<file path="src/rtl/iso_out_rx.sv">
module iso_out_rx #(
  parameter int MAX_PKT = 256,
  parameter int REG_W   = 16
) (
  input  logic             clk,
  input  logic             rst_n,
  input  logic             rx_start,
  input  logic             rx_valid,
  input  logic [7:0]       rx_data,
  input  logic             rx_end,
  input  logic             rx_crc_ok,
  input  logic [1:0]       cpu_addr,
  input  logic             cpu_rd,
  input  logic             cpu_wr,
  input  logic [REG_W-1:0] cpu_wdata,
  output logic [REG_W-1:0] cpu_rdata
);
  localparam int CW = $clog2(MAX_PKT + 1);
  localparam int IW = $clog2(2 * MAX_PKT);
  localparam logic [CW-1:0] MAXC = CW'(MAX_PKT);
  localparam logic [IW-1:0] HALF = IW'(MAX_PKT);

  logic [7:0]    mem [2*MAX_PKT];
  logic [1:0]    full, full_n;
  logic [CW-1:0] len [2];
  logic          head, tail, rxing, ovr;
  logic [CW-1:0] wcnt, rptr;

  logic          unused_w;
  assign unused_w = ^{cpu_wdata[REG_W-1:2], cpu_wdata[0]};

  wire           wr_byte = rxing && rx_valid && (wcnt < MAXC);
  wire [CW-1:0]  cnt_fin = wcnt + CW'(wr_byte);
  wire           commit  = !rx_start && rxing && rx_end && rx_crc_ok;
  wire [CW-1:0]  hlen    = len[head];
  wire           rd_data = cpu_rd && cpu_addr == 2'd2 && full[head] && hlen != '0;
  wire           rd_last = rd_data && (rptr + 1'b1 == hlen);
  wire           rd_zero = cpu_rd && cpu_addr == 2'd1 && full[head] && hlen == '0;
  wire           release_h = rd_last || rd_zero;
  wire           svc     = |full;
  wire           ovr_clr = cpu_wr && cpu_addr == 2'd0 && cpu_wdata[1];
  wire           drop    = rx_start && full[tail];

  wire [IW-1:0]  widx = (tail ? HALF : '0) + IW'(wcnt);
  wire [IW-1:0]  ridx = (head ? HALF : '0) + IW'(rptr);

  always_ff @(posedge clk)
    if (wr_byte) mem[widx] <= rx_data;

  always_comb begin
    full_n = full;
    if (commit)    full_n[tail] = 1'b1;
    if (release_h) full_n[head] = 1'b0;
  end

  always_ff @(posedge clk) begin
    if (!rst_n) begin
      full  <= '0;
      len   <= '{default: '0};
      head  <= 1'b0;
      tail  <= 1'b0;
      rxing <= 1'b0;
      wcnt  <= '0;
      rptr  <= '0;
      ovr   <= 1'b0;
    end else begin
      full <= full_n;
      if (rx_start) begin
        rxing <= !full[tail];
        wcnt  <= '0;
      end else if (rxing) begin
        if (wr_byte) wcnt <= wcnt + 1'b1;
        if (rx_end) begin
          rxing <= 1'b0;
          if (rx_crc_ok) begin
            len[tail] <= cnt_fin;
            tail      <= ~tail;
          end
        end
      end
      if (release_h) begin
        head <= ~head;
        rptr <= '0;
      end else if (rd_data) begin
        rptr <= rptr + 1'b1;
      end
      if (ovr_clr) ovr <= 1'b0;
      if (drop)    ovr <= 1'b1;
    end
  end

  always_comb begin
    case (cpu_addr)
      2'd0:    cpu_rdata = REG_W'({ovr, svc});
      2'd1:    cpu_rdata = full[head] ? REG_W'(hlen) : '0;
      2'd2:    cpu_rdata = (full[head] && hlen != '0) ? REG_W'(mem[ridx]) : '0;
      default: cpu_rdata = '0;
    endcase
  end

  assert_bad_crc_no_commit_R5: assert property (@(posedge clk) disable iff (!rst_n)
    (rxing && !rx_start && rx_end && !rx_crc_ok) |=> ($countones(full) <= $past($countones(full))));

  assert_drop_sets_ovr_R6: assert property (@(posedge clk) disable iff (!rst_n)
    (rx_start && full[tail]) |=> (ovr && !rxing));

  assert_ovr_sticky_R7: assert property (@(posedge clk) disable iff (!rst_n)
    (ovr && !ovr_clr) |=> ovr);

  assert_rptr_in_pkt_R3: assert property (@(posedge clk) disable iff (!rst_n)
    (full[head] && hlen != '0) |-> (rptr < hlen));

  assert_wcnt_cap_R10: assert property (@(posedge clk) disable iff (!rst_n)
    wcnt <= MAXC);

  for (genvar b = 0; b < 2; b++) begin : g_chk
    assert_len_cap_R10: assert property (@(posedge clk) disable iff (!rst_n)
      full[b] |-> (len[b] <= MAXC));
  end
endmodule

</file>
<file path="config.mk">
export PLATFORM = sky130hd
export DESIGN_NAME = iso_out_rx
export DESIGN_NICKNAME = d
export VERILOG_FILES = /design/src/rtl/iso_out_rx.sv
export SDC_FILE = /design/constraint.sdc
export NUM_CORES = 2
export LEC_CHECK = 0
export BUFFER_PORTS_ARGS = -buffer_cell sky130_fd_sc_hd__buf_2
export CORE_MARGIN = 1.5
export CORE_UTILIZATION = 35
export CTS_CLUSTER_DIAMETER = 150
export CTS_CLUSTER_SIZE = 24
export DETAILED_ROUTE_END_ITERATION = 8
export SYNTH_ARGS = -nofsm -noshare
export SYNTH_HDL_FRONTEND = slang
export SYNTH_SLANG_ARGS = --single-unit
</file>
<file path="constraint.sdc">
create_clock -name clk -period 3.18 [get_ports clk]
set_clock_uncertainty 0.2 [all_clocks]
set_input_delay 0.159 -clock clk [delete_from_list [all_inputs] [get_ports clk]]
set_output_delay 0.159 -clock clk [all_outputs]
set_load 0.1 [all_outputs]
</file>
## After elaboration in Yosys (flattened, before gate mapping)

Memories as Yosys holds them, arrays and structs flattened.
Index checks and enable logic that the tools add are counted.

- Output and inout bits: 16
- Input bits: 34
- Memories kept: 1
- Logic and storage cells: 94
- Register bits: 42
- RAM bits: 4096

- Magnitude comparators: 8
- Bitwise operators: 9
- Add/sub/neg operators: 5
- Equal/unequal tests: 3
- Reduce and logical (&&, ||, !) cells: 31
- Muxes and demuxes: 28

Memories:

| name | words | bits a word | read ports | clocked after memory_dff | write ports | RTL line | text |
|---|---|---|---|---|---|---|---|
| mem | 512 | 8 | 1 | 0 | 1 | 23 | `logic [7:0] mem [2*MAX_PKT];` |

Operators with widths:

| kind | number |
|---|---|
| two-way mux 9 bit | 7 |
| one-hot mux 9 bit (3 select lines) | 1 |
| logical AND 1 bit | 19 |
| adder 9 x 1 -> 9 bit, second input constant | 2 |
| adder 9 bit | 2 |
| bitwise mux 18 bit | 1 |
| two-way mux 1 bit | 13 |
| adder 9 x 1 -> 9 bit | 1 |
| demux 9 bit (select 1 bit) | 1 |
| equality test 9 bit | 1 |
| logical NOT 9 bit | 1 |
| less-than comparator 9 bit, second input constant | 1 |
| nonzero test 9 bit | 1 |
| two-way mux 8 bit | 1 |
| OR reduction 2 bit | 3 |
| greater-or-equal comparator 2 bit, second input constant | 2 |
| less-than comparator 1 x 2 -> 1 bit, second input constant | 2 |
| two-way mux 2 bit | 2 |
| NOT 1 bit | 4 |
| NOT 1 -> 2 bit | 2 |
| AND reduction 4 bit | 1 |
| AND 2 bit | 1 |
| demux 1 bit (select 1 bit) | 2 |
| equality test 2 x 1 -> 1 bit, second input constant | 1 |
| other kinds (10) | 12 |

## Longest topological paths before layout

- Depth in word-level cells: 9
- Depth in mapped cells: 16
- Mapped depth without buffers: 9

## Worst setup path after synthesis

Ideal clock, no wire load.

- Path kind: flip-flop to output port
- Start point: register rptr[0]
- End point: output port cpu_rdata[1]
- Buffers on the path: 7
- Setup slack: -2.451 ns
- Cell stages (with the launch flop): 15
- Data required time: 2.821 ns
- Data arrival time: 5.272 ns
- Path through: dfxtp_1 buf_6 buf_12 buf_12 buf_6 buf_6 buf_4 buf_4 mux2i_1 o221ai_1 o22ai_1 nor2_1 o22a_1 o21ai_0 o41ai_1

- Cells in the longest elaborated chain, start to end: 4

Ends and longest elaborated chain:

| item | RTL line | text |
|---|---|---|
| start: declaration | 27 | `logic [CW-1:0] wcnt, rptr;` |
| start signal: assignment | 85 | `rptr <= rptr + 1'b1;` |
| adder 9 bit | 45 | `wire [IW-1:0] ridx = (head ? HALF : '0) + IW'(rptr);` |
| memory (512 x 8 bit) | - |  |
| two-way mux 8 bit | 96 | `2'd2: cpu_rdata = (full[head] && hlen != '0) ? REG_W'(mem[ridx]) : '0;` |
| one-hot mux 9 bit (3 select lines) | 93 | `case (cpu_addr)` |
| end: declaration | 16 | `output logic [REG_W-1:0] cpu_rdata` |

No other way between the ends.

## Worst setup path after layout

- Start point: register rptr[0]
- End point: output port cpu_rdata[4]

The elaborated chain is that of the path after synthesis.

==> impl_metrics.ini <==
[run_status]
status = finished with violations
violations = design-rule violations, negative setup slack

[layout]
drive_gt1_frac = 0.3180
area_growth_pct = 16.45
fillers = 40337
nets = 9124
fin_area_mm2 = 0.1881
finalNonFillerCells = 15289
multi_input_area_mm2 = 0.03605
layout_common_cells = 4096 x edfxtp_1, 1320 x buf_4, 923 x mux4_2
final_util = 0.4091
final_common_cell = edfxtp_1
register_area_mm2 = 0.1239

[timing]
setup_viol = 20
rsz0062_at_grt = true
layout_setup_ws_ns = -2.189
relSlewSlack = 0.2604
hold_viol_final = 0
final-max-slew-violation-count = 0
tightest_slew_ns = 1.105
fmax_mhz = 186.3
period_share = 1.688
finalWorstPathRequiredPeriod_ns = 5.369

[routing]
drt_iter0_markers = 10937
wl_mm = 462.9
first_pass_iters = 7
wl_per_cell_um = 30.27
vias = 84594
drc = 2
vias_per_cell = 5.533
drtAntennaViolNets = 0

[worst_hold_path]
hp-class = in -> reg
hp-start = cpu_addr[1]
hold-path-cell-count = 9

[worst_setup_path]
worstRegToRegCells = 18
arrival_ns = 5.01
cp-startpoint = rptr[0]$_SDFFE_PP0P_
critPathKind = reg -> out
worstSetupEndpointType = output pin
crit_required_ns = 2.82
worstReg2RegStart = rptr[0]$_SDFFE_PP0P_
worst_setup_path_start_kind = flop
worstPathMaxFanout = 15

[die]
coreArea_mm2 = 0.4598
floorplan.initialDensity = 0.3513
fp-row-count = 249
die_w_um = 682.4
ios = 50
die_h_um = 682.4
dieArea_mm2 = 0.4657

[global_route]
grt_usage = 0.1951
grt_max_degree = 162
antenna_found_initial = 27
grt_remaining_overflow = 0
grt_pass1_wl_mm = 650.4
grt_pass1_vias = 84601

[placement]
io_buffers = 27
dp.cells = 14928
gp_congestion = 0.9286
placed_area_mm2 = 0.1805
post-place-ws_ns = -1.689
dp_hpwl_mm = 310.3

[yosys]
avgSynthCellArea_um2 = 20.82
synthArstFlopShare = 0
synth.area.top_cells = edfxtp_1 76%, mux4_2 13%, mux2i_1 2.6%, nor2_1 1.4%, o221ai_1 0.83%
yosysSeqAreaShare = 0.7665
yosysTopAreaCellShare = 0.7613
synth_cell_types = 76
synth_edf_count = 4096
synth_ff_type = edfxtp_1
synthesis.instances = 7759
synthesis.area_mm2 = 0.1616
yosysTopAreaCell = edfxtp_1
yosysWarnings = 0
synth_seq_cells = 4138

[clock_network]
numCtsBuffers = 195
insertion_delay_ns = 0.98
clock_sinks = 4138
path_clk_slew_ns = 0.11
root_buffer = clkbuf_16
cts_tree = yes
htree_levels = 4
clockBufferDepth = 4

[power]
irDropWorstVdd_uv = 406.8
power_density_mw_per_mm2 = 474.5
p_leak_nw = 57.46

[run]
cap_viol_max_count = 0
==> per-layer routing <==
metal / global-route usage / vias to the layer above / part of all wire / wire, um
met3: 0.03198 / 602 / 0.082 / 37860
met2: 0.3187 / 3820 / 0.48 / 222100
met5: 0 / - / 0.00018 / 85
met4: 0.05614 / 12 / 0.033 / 15390
li1: - / 34668 / - / -
met1: 0.2701 / 45492 / 0.41 / 187500
==> metrics by stage <==
stage / total power [mW] / TNS, ns / hold slack, ns
5_1_grt: 91.44 / -18.84 / 0.04099
4_1_cts: 89.69 / -19.56 / 0.002240
2_1_floorplan: 61.24 / -3.151 / 0.04917
6_report: 89.26 / -17.85 / 0.05865
3_5_place_dp: 62.43 / -13.99 / 0.2912
3_3_place_gp: 62.34 / -14.23 / 0.2890
==> critical path, cell delays in order, from the launching register on <==
cell,delay (ns)
dfxtp_4,0.48
buf_16,0.21
buf_12,0.16
bufbuf_16,0.29
buf_12,0.18
mux4_2,0.53
a22oi_1,0.26
nand3_2,0.21
a31oi_4,0.25
o41a_1,0.39
o211ai_1,0.54
buf_4,0.34
buf_12,0.16
==> synth_stat cells (all sizes together), types with 15 or more instances <==
| library cell | count |
|---|---|
| o211a | 15 |
| xnor2 | 24 |
| or3 | 15 |
| nor2 | 623 |
| clkbuf | 231 |
| mux4 | 932 |
| and2 | 24 |
| o22ai | 101 |
| nor4 | 20 |
| o21ai | 52 |
| a211oi | 24 |
| nor2b | 22 |
| a22oi | 72 |
| nand2 | 161 |
| nor3 | 87 |
| a21oi | 130 |
| nand3 | 47 |
| a22o | 20 |
| o221ai | 154 |
| a31oi | 19 |
| dfxtp | 42 |
| edfxtp | 4096 |
| nand2b | 20 |
| mux2i | 413 |
| buf | 263 |
==> cells by family after synthesis <==
group / after synthesis / share of synthesized area
compound gates: 668 / 0.02948
xor+xnor: 34 / 0.001843
fa+ha+maj: 7 / 0.0005421
buf+inv: 501 / 0.01721
flops: 4138 / 0.7665
mux: 1353 / 0.1564
other cells: 1 / 0.00002321
simple gates: 1057 / 0.02797
==> layout make-up <==
type                       instances  area share
sequential                      4138      0.6584
multi-input combinational       3126      0.1916
timing repair buffer            1615     0.08070
tap                             6149     0.04089
clock buffer                     235     0.02685
clock inverter                    13    0.001164
inverter                           7   0.0003192
antenna                            6  0.00007981
==> power by group <==
part           internal (mW)  switching (mW)
combinational          0.258            1.15
sequential              59.8         0.00503
clock                   11.4            16.7
total                   71.4            17.8
==> sequential cells by signal, indices dropped and copies added (netlist names) <==
signal	count
rptr	9
rxing	1
head	1
tail	1
full	2
mem	4096
wcnt	9
ovr	1
len	18
==> final timing paths <==
| check | slack (ns) | end |
|---|---|---|
| worst max-delay path | -2.19 | cpu_rdata[4] |
| worst min-delay path | 0.06 | rptr[8]$_SDFFE_PP0P_ |
| worst max register to register | -0.24 | head$_SDFFE_PN0N_ |
| worst min register to register | 0.32 | len[8]$_SDFFE_PN0P_ |
==> repair_timing <==
| item | CTS | global route |
|---|---|---|
| resized for setup | 160 | 120 |
| hold buffers | 22 | 1 |
| endpoints found under the hold margin | 4112 | 1 |
| cloned | 7 | 2 |
| setup endpoints to repair | 21 | 45 |
| setup buffers | 47 | 39 |
| pin swaps | 33 | 42 |
(Power assumes the default switching activity.)
